## src/rtl/cpc_pkg.sv

```systemverilog
package cpc_pkg;

  localparam int CAT_W     = 5;
  localparam int CAT_LEGAL = 0;
  localparam int CAT_HINT  = 1;
  localparam int CAT_RSVD  = 2;
  localparam int CAT_CUST  = 3;
  localparam int CAT_ILL   = 4;
  localparam int HW_W      = 16;
  localparam int LVL_W     = 2;

  typedef struct packed {
    logic [CAT_W-1:0] cat;
    logic             ntl;
    logic [LVL_W-1:0] lvl;
    logic             shf;
  } cpc_res_t;

  // one-hot vector for a class index
  function automatic logic [CAT_W-1:0] cat_vec(input int idx);
    logic [CAT_W-1:0] v;
    v = '0;
    v[idx] = 1'b1;
    return v;
  endfunction

  // result carrying only a class, no side flags
  function automatic cpc_res_t mk(input int idx);
    cpc_res_t r;
    r = '0;
    r.cat = cat_vec(idx);
    return r;
  endfunction

  // 6-bit CI-format immediate / shift amount
  function automatic logic [5:0] imm6(input logic [HW_W-1:0] h);
    return {h[12], h[6:2]};
  endfunction

  // shared rule for left and right immediate shifts
  function automatic cpc_res_t shift_cls(input logic [5:0] sh, input logic rd_zero,
                                         input logic rv64);
    cpc_res_t r;
    if (!rv64 && sh[5]) begin
      r = mk(CAT_CUST);
    end else if (rd_zero || (sh == 6'd0)) begin
      r = mk(CAT_HINT);
      r.shf = 1'b1;
    end else begin
      r = mk(CAT_LEGAL);
    end
    return r;
  endfunction

endpackage

```

## src/rtl/cpc_quad0.sv

```systemverilog
module cpc_quad0 import cpc_pkg::*; (
  input  logic [HW_W-1:0] hw,
  output cpc_res_t        res
);

  logic all_zero;
  logic row_rsvd;
  logic spn_zero;

  assign all_zero = (hw == '0);
  assign row_rsvd = (hw[15:13] == 3'b100);
  assign spn_zero = (hw[15:13] == 3'b000) && (hw[12:5] == 8'd0);

  always_comb begin
    if (all_zero)                  res = mk(CAT_ILL);
    else if (row_rsvd || spn_zero) res = mk(CAT_RSVD);
    else                           res = mk(CAT_LEGAL);
  end

endmodule

```

## src/rtl/cpc_quad1.sv

```systemverilog
module cpc_quad1 import cpc_pkg::*; #(
  parameter bit RV64 = 1'b0
) (
  input  logic [HW_W-1:0] hw,
  output cpc_res_t        res
);

  logic [2:0] row;
  logic       rd_z;
  logic       imm_z;
  logic [1:0] alu_sel;
  logic       word_op;

  assign row     = hw[15:13];
  assign rd_z    = (hw[11:7] == 5'd0);
  assign imm_z   = (imm6(hw) == 6'd0);
  assign alu_sel = hw[11:10];
  assign word_op = hw[12] && !hw[6];

  always_comb begin
    res = mk(CAT_LEGAL);
    case (row)
      3'b000: if (rd_z != imm_z) res = mk(CAT_HINT);
      3'b001: if (RV64 && rd_z) res = mk(CAT_RSVD);
      3'b010: if (rd_z) res = mk(CAT_HINT);
      3'b011: begin
        if (imm_z)     res = mk(CAT_RSVD);
        else if (rd_z) res = mk(CAT_HINT);
      end
      3'b100: begin
        case (alu_sel)
          2'b00, 2'b01: res = shift_cls(imm6(hw), 1'b0, RV64);
          2'b11: begin
            if (hw[12] && (!word_op || !RV64)) res = mk(CAT_RSVD);
          end
          default: res = mk(CAT_LEGAL);
        endcase
      end
      default: res = mk(CAT_LEGAL);
    endcase
  end

endmodule

```

## src/rtl/cpc_quad2.sv

```systemverilog
module cpc_quad2 import cpc_pkg::*; #(
  parameter bit RV64 = 1'b0
) (
  input  logic [HW_W-1:0] hw,
  output cpc_res_t        res
);

  logic [2:0] row;
  logic [4:0] rs2;
  logic       rd_z;
  logic       rs2_z;
  logic       ntl_range;

  assign row       = hw[15:13];
  assign rs2       = hw[6:2];
  assign rd_z      = (hw[11:7] == 5'd0);
  assign rs2_z     = (rs2 == 5'd0);
  assign ntl_range = (rs2 >= 5'd2) && (rs2 <= 5'd5);

  always_comb begin
    res = mk(CAT_LEGAL);
    case (row)
      3'b000: res = shift_cls(imm6(hw), rd_z, RV64);
      3'b100: begin
        if (!hw[12]) begin
          if (rd_z) res = rs2_z ? mk(CAT_RSVD) : mk(CAT_HINT);
        end else if (!rs2_z && rd_z) begin
          res = mk(CAT_HINT);
          if (ntl_range) begin
            res.ntl = 1'b1;
            res.lvl = rs2[1:0] - 2'd2;
          end
        end
      end
      default: res = mk(CAT_LEGAL);
    endcase
  end

endmodule

```

## src/rtl/cpc_classify.sv

```systemverilog
module cpc_classify import cpc_pkg::*; #(
  parameter int XLEN = 32
) (
  input  logic [HW_W-1:0]  insn_hw,
  output logic             not_compressed,
  output logic [CAT_W-1:0] category,
  output logic             ntl_hint,
  output logic [LVL_W-1:0] ntl_level,
  output logic             shift_hint
);

  localparam bit IS_RV64 = (XLEN == 64);

  cpc_res_t q0_res;
  cpc_res_t q1_res;
  cpc_res_t q2_res;
  cpc_res_t sel_res;
  logic     quad3;

  cpc_quad0 u_q0 (.hw(insn_hw), .res(q0_res));
  cpc_quad1 #(.RV64(IS_RV64)) u_q1 (.hw(insn_hw), .res(q1_res));
  cpc_quad2 #(.RV64(IS_RV64)) u_q2 (.hw(insn_hw), .res(q2_res));

  assign quad3 = (insn_hw[1:0] == 2'b11);

  always_comb begin
    case (insn_hw[1:0])
      2'b00:   sel_res = q0_res;
      2'b01:   sel_res = q1_res;
      2'b10:   sel_res = q2_res;
      default: sel_res = '0;
    endcase
  end

  assign not_compressed = quad3;
  assign category       = sel_res.cat;
  assign ntl_hint       = sel_res.ntl;
  assign ntl_level      = sel_res.lvl;
  assign shift_hint     = sel_res.shf;

endmodule

```

## config.mk

```make
export PLATFORM = sky130hd
export DESIGN_NAME = cpc_classify
export DESIGN_NICKNAME = d
export VERILOG_FILES = /design/src/rtl/cpc_pkg.sv /design/src/rtl/cpc_quad0.sv /design/src/rtl/cpc_quad1.sv /design/src/rtl/cpc_quad2.sv /design/src/rtl/cpc_classify.sv
export SDC_FILE = /design/constraint.sdc
export NUM_CORES = 1
export LEC_CHECK = 0
export ABC_AREA = 1
export BUFFER_PORTS_ARGS = -buffer_cell sky130_fd_sc_hd__buf_2
export CAP_MARGIN = 20
export CORE_AREA = 2 2 39 41
export DETAILED_ROUTE_END_ITERATION = 16
export DIE_AREA = 0 0 41 43
export GPL_TIMING_DRIVEN = 0
export PLACE_DENSITY = 0.79
export SYNTH_ARGS = -nofsm -noshare
export SYNTH_HDL_FRONTEND = slang
export SYNTH_SLANG_ARGS = --single-unit
```

## constraint.sdc

```tcl
create_clock -name vclk -period 1.9
set_input_delay 0.095 -clock vclk [all_inputs]
set_output_delay 0.095 -clock vclk [all_outputs]
set_load 0.005 [all_outputs]
```

# Yosys cells after proc, flatten, opt, wreduce, memory -nomap -nowiden
# Cells that the tools add are included.
[totals]
regBits = 0
input_bits = 16
wordCells = 46
[classes]
n_addsub = 1
order_cmp = 2
n_eq_ne = 9
mux = 19
reduce_logical = 15
[op_table]
columns = ["cell", "count"]
rows = [
  ["2-to-1 mux 9 bit", 6],
  ["one-hot mux 9 bit (2 select lines)", 2],
  ["one-hot mux 9 bit (4 select lines)", 1],
  ["2-to-1 mux 6 bit", 5],
  ["one-hot mux 9 bit (3 select lines)", 1],
  ["2-to-1 mux 7 bit", 3],
  ["logical NOT 16 bit", 1],
  ["logical NOT 5 bit", 2],
  ["logical NOT 8 bit", 1],
  ["equality test 2 bit (second input constant)", 3],
  ["equality test 3 x 2 -> 1 bit (second input constant)", 2],
  ["logical NOT 6 bit", 1],
  [">= comparator 5 x 2 -> 1 bit (second input constant)", 1],
  ["<= comparator 5 x 3 -> 1 bit (second input constant)", 1],
  ["equality test 2 x 1 -> 1 bit (second input constant)", 2],
  ["logical NOT 2 bit", 2],
  ["equality test 3 bit (second input constant)", 1],
  ["logical AND 1 bit", 3],
  ["logical NOT 3 bit", 1],
  ["2-to-1 mux 3 bit", 1],
  ["logical OR 1 bit", 2],
  ["OR reduction 2 bit", 1],
  ["subtractor 2 bit (second input constant)", 1],
  ["logical NOT 1 bit", 1],
  ["inequality test 1 bit", 1],
]

# Longest topological paths before layout
# Gate-level depths: netlist (run 1).
[logic_depth]
depth_word = 7
depth_mapped = 11
mapped_depth_nobuf = 11

# Hierarchy
# A second synthesis (run 1) with hierarchy kept.
[hier_totals]
cells_unflattened = 166
hier_area_um2 = 820.8
[modules_own_cells]
columns = ["module", "n_inst", "cells_each", "area_each_um2", "seq_area_each_um2"]
rows = [
  ["cpc_quad1", 1, 54, 257.7, 0.0],
  ["cpc_quad2", 1, 44, 219.0, 0.0],
  ["cpc_classify", 1, 43, 205.2, 0.0],
  ["cpc_quad0", 1, 25, 138.9, 0.0],
]

# Worst setup path after synthesis (run 1)
# No wires, ideal clock.
[synth_timing]
path_type = "input port to output port"
from = "in insn_hw[3]"
to = "out category[0]"
t_arrival_ns = 1.201
required_time_ns = 1.805
setup_slack_ns = 0.604
cell_stages = 11
path_buffers = 0
cell_sequence = "nor2_2 nand3_2 nor2_2 inv_1 ha_1 inv_1 nor2_1 nor2_1 nand3_1 nand2_1 nand3_1"
[synth_via]
elab_chain_cells = 7
[synth_lines]
columns = ["element", "line_no", "text"]
rows = [
  ["from (decl)", "cpc_classify.sv:4", "input logic [HW_W-1:0] insn_hw,"],
  ["parallel branches: the longest is 6 deep, another holds 2-to-1 mux 9 bit", "-", ""],
  ["one-hot mux 9 bit (3 select lines) *", "cpc_classify.sv:27", "case (insn_hw[1:0])"],
  ["to (decl)", "cpc_classify.sv:6", "output logic [CAT_W-1:0] category,"],
]
# Mark *: on every way between the ends.

# Final worst setup path (run 1)
# Same ends and word-level chain as after synthesis.

==> results of run 1 <==
-- path summary, 6_finish.rpt --
| check | startpoint | end | slack [ns] | depth (start not counted) |
|---|---|---|---|---|
| max | insn_hw[3] | category[0] | 0.22 | 13 |
| min | insn_hw[3] | ntl_level[1] | 0.47 | 3 |
-- report_power, final --
part	total (W)	internal, W	leakage [nW]	switching [W]
clock network	0	0	0	0
logic	0.0000859	0.0000323	0.346	0.0000536
registers	0	0	0	0
-- kinds of logic (layout without fill, tap and decap cells) --
kind of cell	Yosys count	count (layout)	synth area share, %
buffers and inverters	16	42	12.6
AO/OA/AOI/OAI	7	7	8.76
adder cells (fa/ha/maj)	2	2	5.15
AND/OR/NAND/NOR	68	68	73.5
-- per-layer routing --
metal / share of wire, % / GRT usage [%] / vias up / routed length [um]
met5: 0 / 0 / - / 0
met4: 0 / 0 / 0 / 0
met3: 5.9 / 0 / 0 / 77
met2: 47 / 26.9 / 18 / 621
met1: 47 / 25.9 / 287 / 614
li1: - / - / 360 / -
-- through the flow --
stage          hold WS (ns)  setup WS (ns)  cells  utilization, %  instance area, sq um
6_report              0.473          0.216    135            45.9                   636
5_1_grt               0.487         0.0586    135            45.9                   636
4_1_cts               0.474          0.232    135            45.9                   636
3_5_place_dp          0.474          0.246    135            45.9                   636
3_3_place_gp          0.455          0.267    135            45.9                   636
2_1_floorplan         0.226          0.604     93               -                   485
-- worst max-delay path, delay by kind of cell --
family / cells / cell delay (ns)
AND/OR/NAND/NOR: 9 / 0.93
adder cells (fa/ha/maj): 1 / 0.24
buffers and inverters: 3 / 0.32
-- cell usage in the layout (no fill, tap or decap) --
cell type	synthesis	final
sky130_fd_sc_hd__nand2_1	23	23
sky130_fd_sc_hd__a21oi_1	1	1
sky130_fd_sc_hd__nor3_1	1	1
sky130_fd_sc_hd__nand3_4	1	1
sky130_fd_sc_hd__inv_1	13	13
sky130_fd_sc_hd__nand3_1	11	11
sky130_fd_sc_hd__nor2_1	14	14
sky130_fd_sc_hd__clkinv_2	1	1
sky130_fd_sc_hd__o32ai_1	2	2
sky130_fd_sc_hd__nor2_2	4	4
sky130_fd_sc_hd__inv_2	2	2
sky130_fd_sc_hd__o21ai_0	1	1
sky130_fd_sc_hd__o21ai_1	3	3
sky130_fd_sc_hd__and3_1	1	1
sky130_fd_sc_hd__buf_2	0	26
sky130_fd_sc_hd__nand4_1	5	5
sky130_fd_sc_hd__nand2_2	2	2
sky130_fd_sc_hd__nor2_4	4	4
sky130_fd_sc_hd__nand3_2	2	2
sky130_fd_sc_hd__ha_1	2	2
-- layout make-up --
type | instances | share of cell area, %
repair buffers | 26 | 20.5
multi-input cells | 77 | 66.7
inverters | 16 | 9.65
well taps | 16 | 3.15
==> impl_metrics.prom, run 1 <==
# TYPE chip_impl_metric gauge
chip_impl_info{name="critical_path_class",value="in2out"} 1
chip_impl_metric{name="power.density_cell_area",unit="mW/mm^2"} 135
chip_impl_metric{name="finalWorstPathRequiredPeriod",unit="ns"} 1.68
chip_impl_metric{name="mappedNetlistNets",unit=""} 111
chip_impl_metric{name="setup_total_negative_slack",unit="ns"} 0
chip_impl_metric{name="layout_stage_area_growth_over_the_synthesis_result",unit="%"} 30.9
chip_impl_metric{name="routed_wl",unit="mm"} 1.31
chip_impl_metric{name="hold_viol_final",unit=""} 0
chip_impl_metric{name="drt_iter0_markers",unit=""} 27
chip_impl_metric{name="worst_supply_voltage_drop_on_vdd",unit="mV"} 0.0648
chip_impl_metric{name="post_synth_instance_area",unit="sq um"} 485
chip_impl_metric{name="post-cts-setup-buffer-count",unit=""} 0
chip_impl_metric{name="max_freq",unit="GHz"} 0.594
chip_impl_metric{name="design_power_total",unit="W"} 0.0000859
chip_impl_metric{name="design.die.area",unit="sq mm"} 0.00176
chip_impl_metric{name="dr.pass1.iters",unit=""} 4
chip_impl_metric{name="final_global_route_overflow_total",unit=""} 0
chip_impl_metric{name="wire_length_of_the_first_global_routing_pass",unit="mm"} 2.23
chip_impl_metric{name="share_of_the_clock_period_used_by_the_worst_path",unit="%"} 88.6
chip_impl_metric{name="drc_errors",unit=""} 0
chip_impl_metric{name="seq_cells",unit=""} 0
chip_impl_metric{name="grt_max_degree",unit=""} 8
chip_impl_metric{name="worstPathMaxFanout",unit=""} 4
chip_impl_info{name="outcome",value="finished clean"} 1
chip_impl_info{name="yosysTopAreaCell",value="sky130_fd_sc_hd__nand2_1"} 1
chip_impl_info{name="worst_hold_path_type",value="in2out"} 1
chip_impl_metric{name="synthesis.yosys.warnings",unit=""} 0
chip_impl_metric{name="cp_slowest_stage_delay",unit="ns"} 0.24
chip_impl_metric{name="gr-usage-all-layers",unit="%"} 16.8
chip_impl_metric{name="std_cell_rows",unit=""} 14
chip_impl_metric{name="static_leakage_power",unit="nW"} 0.346
chip_impl_metric{name="maxCapViolCount",unit=""} 0
chip_impl_info{name="most_instantiated_library_cell_after_synthesis",value="sky130_fd_sc_hd__nand2_1"} 1
chip_impl_metric{name="floorplan.initialDensity",unit="%"} 35.1
chip_impl_metric{name="grt_pass1_vias",unit=""} 553
chip_impl_metric{name="grt_antenna_before_repair",unit=""} 0
chip_impl_metric{name="relSlewSlack",unit="%"} 82.3
chip_impl_metric{name="gp_congestion",unit=""} 0.855
chip_impl_metric{name="boundaryPins",unit=""} 26
chip_impl_metric{name="synth_seq_area_share",unit="%"} 0
chip_impl_metric{name="timing.final.max_slew_violations",unit=""} 0
chip_impl_metric{name="post-dp-hpwl",unit="mm"} 1.16
chip_impl_metric{name="nClkBuffers",unit=""} 0
chip_impl_info{name="rsz_0062_raised_after_global_routing",value="no"} 1
chip_impl_metric{name="syn-mean-instance-area",unit="sq um"} 5.22
chip_impl_info{name="timing.critical_path.from_type",value="input pin"} 1
chip_impl_metric{name="portBuffers",unit=""} 26
chip_impl_info{name="synth.top_cells.by_area",value="sky130_fd_sc_hd__nand2_1, sky130_fd_sc_hd__nand3_1, sky130_fd_sc_hd__nor2_1, sky130_fd_sc_hd__inv_1, sky130_fd_sc_hd__nor2_4"} 1
chip_impl_metric{name="fill_cells",unit=""} 160
chip_impl_metric{name="postSynthCellCount",unit=""} 93
chip_impl_metric{name="worst-endpoint-required",unit="ns"} 1.80
chip_impl_metric{name="floorplan.die.width",unit="um"} 41
chip_impl_metric{name="yosysUniqueCellTypes",unit=""} 19
chip_impl_info{name="yosys-top-cells-count",value="sky130_fd_sc_hd__nand2_1, sky130_fd_sc_hd__nor2_1, sky130_fd_sc_hd__inv_1"} 1
chip_impl_metric{name="final-setup-viol-count",unit=""} 0
chip_impl_metric{name="resized_cells_post_cts",unit=""} 0
chip_impl_metric{name="tightest_slew",unit="ns"} 0.265
chip_impl_metric{name="drive_gt1_share",unit="%"} 35.3
chip_impl_metric{name="wire_per_inst",unit="um"} 9.73
chip_impl_metric{name="cp.arrival",unit="ns"} 1.59
chip_impl_metric{name="synth.top_cell.area_share",unit="%"} 17.8
chip_impl_metric{name="core-area",unit="sq mm"} 0.00138
chip_impl_metric{name="antenna_cells",unit=""} 0
chip_impl_info{name="cp_cell_sequence",value="buf_2, nor2_2, nand3_2, nor2_2, inv_1, ha_1, nand4_1, nand2_1, nor2_1, nand3_1, nand2_1, nand3_1, buf_2"} 1
chip_impl_metric{name="register_area",unit="sq um"} 0
chip_impl_metric{name="antenna_violating_nets_post_route",unit=""} 0
chip_impl_info{name="cpMaxStageDelayCell",value="sky130_fd_sc_hd__ha_1"} 1
chip_impl_metric{name="area_used_by_multi_input_combinational_logic",unit="sq um"} 424
chip_impl_metric{name="num_vias",unit=""} 665
chip_impl_metric{name="final_net_count",unit=""} 139
chip_impl_metric{name="drt-vias-per-instance",unit=""} 4.93
chip_impl_metric{name="die_h",unit="um"} 43
chip_impl_info{name="critical_path_sink_type",value="output port"} 1
chip_impl_metric{name="post_cts_hold_buffer_count",unit=""} 0
Note: power is estimated with default switching activity, not from simulation.
==> inputs of run 2 (changes only) <==
Settings changed: CAP_MARGIN 20 to 40, REMOVE_ABC_BUFFERS set to 1, SETUP_SLACK_MARGIN set to 0.2.
==> run 2 against run 1 <==
Count of clock-buffer cells in the layout is the same. Sequential cell count stayed put. Maximum frequency rose by 6.3%. Design area grew 4.3%. Hold slack improved by 0.024 ns. Utilization up 2.0 points. Sequential share of layout area did not move. Critical endpoint unchanged. Combinational power grew 6.3%. Final cell count is 0.74% higher.
==> impl_metrics.prom, run 2 (synthesized netlist as in run 1, its figures left out) <==
# TYPE chip_impl_metric gauge
chip_impl_metric{name="std_cell_rows",unit=""} 14
chip_impl_metric{name="gr-usage-all-layers",unit="%"} 16.8
chip_impl_metric{name="cp_slowest_stage_delay",unit="ns"} 0.28
chip_impl_metric{name="gp_congestion",unit=""} 0.855
chip_impl_metric{name="cp.arrival",unit="ns"} 1.49
chip_impl_metric{name="critical_path_buf_inv_count",unit=""} 4
chip_impl_metric{name="maxCapViolCount",unit=""} 0
chip_impl_metric{name="num_vias",unit=""} 675
chip_impl_info{name="cpMaxStageDelayCell",value="sky130_fd_sc_hd__ha_1"} 1
chip_impl_metric{name="drt_iter0_markers",unit=""} 19
chip_impl_metric{name="post-dp-hpwl",unit="mm"} 1.16
chip_impl_info{name="cp_cell_sequence",value="buf_2, nor2_4, nand3_4, nor2_4, inv_1, ha_1, inv_1, nor2_1, nor2_1, nand3_1, nand2_1, nand3_1, buf_2"} 1
chip_impl_metric{name="layout_stage_area_growth_over_the_synthesis_result",unit="%"} 36.6
chip_impl_metric{name="fill_cells",unit=""} 154
chip_impl_metric{name="timing.final.max_slew_violations",unit=""} 0
chip_impl_metric{name="design_power_total",unit="W"} 0.0000913
chip_impl_metric{name="grt_antenna_before_repair",unit=""} 0
chip_impl_metric{name="relSlewSlack",unit="%"} 82.1
chip_impl_metric{name="worst_hold_path.num_cells",unit=""} 4
chip_impl_info{name="hold_start",value="insn_hw[0]"} 1
chip_impl_metric{name="drt-vias-per-instance",unit=""} 4.96
chip_impl_metric{name="finalWorstPathRequiredPeriod",unit="ns"} 1.58
chip_impl_info{name="mostFrequentLayoutCell",value="sky130_fd_sc_hd__buf_2"} 1
chip_impl_info{name="whs_endpoint",value="not_compressed"} 1
chip_impl_metric{name="post_cts_hold_buffer_count",unit=""} 0
chip_impl_metric{name="final-setup-viol-count",unit=""} 0
chip_impl_metric{name="final_global_route_overflow_total",unit=""} 0
chip_impl_metric{name="floorplan.initialDensity",unit="%"} 35.1
chip_impl_metric{name="die_h",unit="um"} 43
chip_impl_info{name="critical_path_class",value="in2out"} 1
chip_impl_metric{name="boundaryPins",unit=""} 26
chip_impl_metric{name="wire_length_of_the_first_global_routing_pass",unit="mm"} 2.23
chip_impl_metric{name="portBuffers",unit=""} 26
chip_impl_info{name="rsz_0062_raised_after_global_routing",value="no"} 1
chip_impl_metric{name="worst_supply_voltage_drop_on_vdd",unit="mV"} 0.0652
chip_impl_metric{name="static_leakage_power",unit="nW"} 0.351
chip_impl_info{name="outcome",value="finished clean"} 1
chip_impl_metric{name="power.density_cell_area",unit="mW/mm^2"} 138
chip_impl_metric{name="max_freq",unit="GHz"} 0.631
chip_impl_metric{name="post-place-ws",unit="ns"} 0.246
chip_impl_metric{name="drive_gt1_share",unit="%"} 36.7
chip_impl_metric{name="worstPathMaxFanout",unit=""} 4
chip_impl_metric{name="setup_total_negative_slack",unit="ns"} 0
chip_impl_info{name="critical_path_sink_type",value="output port"} 1
chip_impl_info{name="final_cell_mix",value="sky130_fd_sc_hd__buf_2, sky130_fd_sc_hd__nand2_1, sky130_fd_sc_hd__nor2_1, sky130_fd_sc_hd__inv_1, sky130_fd_sc_hd__nand3_1"} 1
chip_impl_metric{name="antenna_cells",unit=""} 0
chip_impl_info{name="crit_path_leading_delay_family",value="simple AND/OR/NAND/NOR gates"} 1
chip_impl_metric{name="dr.pass1.iters",unit=""} 4
chip_impl_metric{name="drc_errors",unit=""} 0
chip_impl_metric{name="register_area",unit="sq um"} 0
chip_impl_metric{name="worst-endpoint-required",unit="ns"} 1.80
chip_impl_metric{name="wire_per_inst",unit="um"} 9.91
chip_impl_metric{name="antenna_violating_nets_post_route",unit=""} 0
chip_impl_metric{name="hold_viol_final",unit=""} 0
chip_impl_metric{name="grt_pass1_vias",unit=""} 553
chip_impl_metric{name="final_net_count",unit=""} 140
chip_impl_metric{name="area_used_by_multi_input_combinational_logic",unit="sq um"} 444
chip_impl_metric{name="design.die.area",unit="sq mm"} 0.00176
chip_impl_metric{name="finish.utilization",unit="%"} 47.9
chip_impl_info{name="timing.critical_path.from_type",value="input pin"} 1
chip_impl_metric{name="share_of_the_clock_period_used_by_the_worst_path",unit="%"} 83.4
chip_impl_metric{name="routed_wl",unit="mm"} 1.35
chip_impl_metric{name="tightest_slew",unit="ns"} 0.267
chip_impl_metric{name="floorplan.die.width",unit="um"} 41
chip_impl_metric{name="core-area",unit="sq mm"} 0.00138
chip_impl_metric{name="post-route-worst-setup-slack",unit="ns"} 0.315
chip_impl_info{name="worst_hold_path_type",value="in2out"} 1
chip_impl_metric{name="grt_max_degree",unit=""} 8
chip_impl_metric{name="seq_cells",unit=""} 0
chip_impl_metric{name="nClkBuffers",unit=""} 0
==> run 2: layout make-up <==
cell class                      count  area share, %
Timing Repair Buffer               27           20.8
Inverter                           16           9.25
Multi-Input combinational cell     77           67.0
Tap cell                           16           3.02
==> run 2: how the worst max path moves through the flow <==
stage                    start          end  slack, ns  cells past startpoint
global route        insn_hw[6]  category[0]       0.20                     13
global placement    insn_hw[5]  category[0]       0.27                     13
finish              insn_hw[6]  category[0]       0.32                     13
detailed placement  insn_hw[3]  category[0]       0.25                     13
floorplan           insn_hw[3]  category[0]       0.60                     11
CTS                 insn_hw[3]  category[0]       0.23                     13
==> run 2: timing repair <==
action                                  4_1_cts  5_1_grt
setup buffers                                 0        1
resized for setup                             0        4
endpoints found under the setup margin        0        3
==> run 2: metal layers <==
metal  up-vias  GRT usage (%)  share of wire, %
met4         0              0                 0
met3         0              0               7.1
met2        22           26.9                48
li1        358              -                 -
met1       295           25.9                44
met5         -              0                 0
==> run 2: per-stage QoR <==
step	hold slack, ns	std cells	area (sq um)
6_report	0.496	136	663
3_3_place_gp	0.455	135	636
3_5_place_dp	0.474	135	636
4_1_cts	0.474	135	636
2_1_floorplan	0.226	93	485
5_1_grt	0.516	136	663
==> run 2: worst min-delay path, delay by kind of cell <==
kind                   cells  cell delay (ns)
and+or+nand+nor            1             0.06
buffers and inverters      3             0.24
==> run 2: power by group <==
| part | internal (W) | total [W] | switching [W] |
|---|---|---|---|
| Combinational | 0.0000345 | 0.0000913 | 0.0000568 |
| Sequential | 0 | 0 | 0 |
| Clock | 0 | 0 | 0 |
| Total | 0.0000345 | 0.0000913 | 0.0000568 |
==> inputs of run 3 (changes only) <==
Settings changed: ABC_AREA 1 to 0, PLACE_DENSITY 0.79 to 0.78.
Clock period 1.9 ns to 1.64 ns, I/O delays scaled along.
==> run 3 against run 2 <==
Worst setup slack got worse by 0.50 ns. Total power increased by 51%. First-iteration DRC count decreased by 32%. Via count increased by 2.7%. Utilization increased by 7.8 points. Non-clock buffer count increased by 3. The flow now finishes with violations (setup timing). Count of clock-buffer cells in the layout unchanged. Final cell count decreased by 16%. Critical path depth decreased by 3.
==> impl_metrics.prom, run 3 <==
# TYPE chip_impl_metric gauge
chip_impl_metric{name="relSlewSlack",unit="%"} 74.4
chip_impl_metric{name="synth_simple_gate_area_share",unit="%"} 54.1
chip_impl_info{name="mostFrequentLayoutCell",value="sky130_fd_sc_hd__buf_2"} 1
chip_impl_info{name="yosys-top-cells-count",value="sky130_fd_sc_hd__nand2_1, sky130_fd_sc_hd__nor2_1, sky130_fd_sc_hd__a21oi_1, sky130_fd_sc_hd__inv_1"} 1
chip_impl_metric{name="syn-mean-instance-area",unit="sq um"} 6.46
chip_impl_info{name="final_cell_mix",value="sky130_fd_sc_hd__buf_2, sky130_fd_sc_hd__nand2_1, sky130_fd_sc_hd__nor2_1"} 1
chip_impl_metric{name="post-dp-hpwl",unit="mm"} 1.10
chip_impl_metric{name="portBuffers",unit=""} 26
chip_impl_metric{name="tightest_slew",unit="ns"} 0.380
chip_impl_info{name="outcome",value="finished with violations"} 1
chip_impl_metric{name="post_synth_instance_area",unit="sq um"} 472
chip_impl_info{name="synth_top_family_by_area",value="simple AND/OR/NAND/NOR gates"} 1
chip_impl_metric{name="final-setup-viol-count",unit=""} 2
chip_impl_info{name="rsz_0062_raised_after_global_routing",value="yes"} 1
chip_impl_metric{name="drive_gt1_share",unit="%"} 53.1
chip_impl_metric{name="worst-endpoint-required",unit="ns"} 1.56
chip_impl_metric{name="final_net_count",unit=""} 118
chip_impl_metric{name="wire_length_of_the_first_global_routing_pass",unit="mm"} 2.46
chip_impl_metric{name="nClkBuffers",unit=""} 0
chip_impl_metric{name="power.density_cell_area",unit="mW/mm^2"} 179
chip_impl_metric{name="yosysUniqueCellTypes",unit=""} 41
chip_impl_info{name="worst_hold_path_type",value="in2out"} 1
chip_impl_metric{name="std_cell_rows",unit=""} 14
chip_impl_metric{name="floorplan.initialDensity",unit="%"} 34.1
chip_impl_metric{name="antenna_cells",unit=""} 0
chip_impl_metric{name="boundaryPins",unit=""} 26
chip_impl_metric{name="post-route-worst-setup-slack",unit="ns"} -0.189
chip_impl_metric{name="floorplan.die.width",unit="um"} 41
chip_impl_metric{name="post_cts_hold_buffer_count",unit=""} 0
chip_impl_metric{name="gp_congestion",unit=""} 0.819
chip_impl_metric{name="drt_iter0_markers",unit=""} 13
chip_impl_info{name="hold_start",value="insn_hw[3]"} 1
chip_impl_metric{name="share_of_the_clock_period_used_by_the_worst_path",unit="%"} 112
chip_impl_metric{name="parity_gate_share_of_the_synthesized_area_counting_xor_and_xnor_cells",unit="%"} 1.86
chip_impl_metric{name="drc_errors",unit=""} 0
chip_impl_metric{name="maxCapViolCount",unit=""} 0
chip_impl_metric{name="wire_per_inst",unit="um"} 15.7
chip_impl_info{name="violations",value="setup timing"} 1
chip_impl_info{name="most_instantiated_library_cell_after_synthesis",value="sky130_fd_sc_hd__nand2_1"} 1
chip_impl_metric{name="design.die.area",unit="sq mm"} 0.00176
chip_impl_metric{name="post_synth_fa_ha_maj_area_fraction",unit="%"} 5.31
chip_impl_metric{name="area_used_by_multi_input_combinational_logic",unit="sq um"} 512
chip_impl_metric{name="muxShareOfSynthArea",unit="%"} 0
chip_impl_metric{name="die_h",unit="um"} 43
chip_impl_metric{name="hold_viol_final",unit=""} 0
chip_impl_metric{name="grt_pass1_vias",unit=""} 601
chip_impl_metric{name="postSynthCellCount",unit=""} 73
chip_impl_metric{name="setup_total_negative_slack",unit="ns"} -0.196
chip_impl_metric{name="routed_wl",unit="mm"} 1.79
chip_impl_info{name="critical_path_class",value="in2out"} 1
chip_impl_metric{name="synthesis.yosys.warnings",unit=""} 0
chip_impl_info{name="yosysTopAreaCell",value="sky130_fd_sc_hd__nand2_1"} 1
chip_impl_metric{name="worstPathMaxFanout",unit=""} 3
chip_impl_metric{name="cp.arrival",unit="ns"} 1.75
chip_impl_metric{name="num_vias",unit=""} 693
chip_impl_metric{name="antenna_violating_nets_post_route",unit=""} 0
chip_impl_metric{name="drt-vias-per-instance",unit=""} 6.08
chip_impl_metric{name="holdWs",unit="ns"} 0.471
chip_impl_metric{name="timing.final.max_slew_violations",unit=""} 0
chip_impl_metric{name="worst_supply_voltage_drop_on_vdd",unit="mV"} 0.0665
chip_impl_metric{name="fill_cells",unit=""} 130
chip_impl_info{name="whs_endpoint",value="ntl_level[1]"} 1
chip_impl_metric{name="grt_antenna_before_repair",unit=""} 0
chip_impl_metric{name="finalWorstPathRequiredPeriod",unit="ns"} 1.83
chip_impl_metric{name="gr-usage-all-layers",unit="%"} 18.8
chip_impl_metric{name="register_area",unit="sq um"} 0
chip_impl_metric{name="dr.pass1.iters",unit=""} 4
chip_impl_metric{name="finish.utilization",unit="%"} 55.7
chip_impl_metric{name="share_of_the_synthesized_area_in_compound_gates_ao_oa_aoi_oai",unit="%"} 28.4
chip_impl_metric{name="grt_max_degree",unit=""} 13
chip_impl_info{name="timing.critical_path.from_type",value="input pin"} 1
chip_impl_info{name="critical_path_sink_type",value="output port"} 1
chip_impl_metric{name="synth.top_cell.area_share",unit="%"} 6.37
chip_impl_metric{name="worst_hold_path.num_cells",unit=""} 3
chip_impl_metric{name="layout_stage_area_growth_over_the_synthesis_result",unit="%"} 63.4
chip_impl_metric{name="max_freq",unit="GHz"} 0.547
chip_impl_metric{name="static_leakage_power",unit="nW"} 0.338
chip_impl_metric{name="seq_cells",unit=""} 0
chip_impl_metric{name="core-area",unit="sq mm"} 0.00138
chip_impl_info{name="synth.top_cells.by_area",value="sky130_fd_sc_hd__nand2_1, sky130_fd_sc_hd__nor2_1, sky130_fd_sc_hd__ha_1, sky130_fd_sc_hd__a211oi_1, sky130_fd_sc_hd__nor4_4"} 1
chip_impl_metric{name="synth_seq_area_share",unit="%"} 0
chip_impl_metric{name="final_global_route_overflow_total",unit=""} 0
## run 3: changes by cell type after synthesis, moves of 4 or more
cell	previous run	this run
sky130_fd_sc_hd__nand2_1	23	8
sky130_fd_sc_hd__nor2_1	14	7
sky130_fd_sc_hd__nor2_4	4	0
sky130_fd_sc_hd__nor2_2	4	0
sky130_fd_sc_hd__nand3_1	11	1
sky130_fd_sc_hd__inv_1	13	4
## run 3: metal layers
| layer | share of wire [%] | vias up | global-route usage, % | routed length, um |
|---|---|---|---|---|
| met1 | 39 | 315 | 24.7 | 689 |
| met2 | 52 | 40 | 31.9 | 924 |
| met5 | 0 | - | 0 | 0 |
| met4 | 1.1 | 0 | 5.33 | 20 |
| met3 | 8.4 | 4 | 0 | 150 |
| li1 | - | 334 | - | - |
## run 3: timing repair
item | CTS | global route
setup endpoints to repair | 7 | 7
gates resized for setup | 16 | 16
buffers inserted | 3 | 1
pin swaps | 11 | 9
hold endpoints to repair | 0 | 0
## run 3: metrics by stage
step | instance area (sq um) | worst slack [ns] | instances | total power, W
global placement | 594 | -0.433 | 110 | 0.0000956
finish | 771 | -0.189 | 114 | 0.000138
CTS | 694 | -0.174 | 113 | 0.000114
global route | 771 | -0.233 | 114 | 0.000149
floorplan | 444 | -0.0244 | 68 | 0.0000471
detailed placement | 594 | -0.457 | 110 | 0.0000970
## run 3: worst max path at each step
| stage | from | slack (ns) | endpoint | cells after the start |
|---|---|---|---|---|
| after floorplan | insn_hw[3] | -0.02 | category[0] | 8 |
| after global placement | insn_hw[3] | -0.43 | category[0] | 10 |
| after detailed placement | insn_hw[3] | -0.46 | category[0] | 10 |
| after CTS | insn_hw[11] | -0.17 | category[0] | 10 |
| after global routing | insn_hw[2] | -0.23 | category[0] | 10 |
| final | insn_hw[2] | -0.19 | category[0] | 10 |
## run 3: layout make-up
| class | count | share of cell area, % |
|---|---|---|
| Timing Repair Buffer | 30 | 28.2 |
| Multi-Input combinational cell | 63 | 66.4 |
| Inverter | 5 | 2.76 |
| Tap cell | 16 | 2.60 |
## run 3: where the power goes
group,switching (W),internal (W),total (W)
Clock,0,0,0
Combinational,0.0000752,0.0000627,0.000138
Sequential,0,0,0
Total,0.0000752,0.0000627,0.000138
## run 3: worst max-delay path, cell delays in order
cell and delay (ns):
sky130_fd_sc_hd__buf_8 0.10, sky130_fd_sc_hd__nor3_4 0.22, sky130_fd_sc_hd__nand2_2 0.11, sky130_fd_sc_hd__or2_4 0.27
sky130_fd_sc_hd__ha_4 0.29, sky130_fd_sc_hd__nand2b_4 0.06, sky130_fd_sc_hd__a21oi_2 0.18, sky130_fd_sc_hd__a211oi_2 0.10
sky130_fd_sc_hd__a211oi_2 0.20, sky130_fd_sc_hd__buf_2 0.14
## run 3: cell families after synthesis
family,count (synthesis)
simple gates,41
xor+xnor,1
compound gates,19
fa+ha+maj,2
buf+inv,10
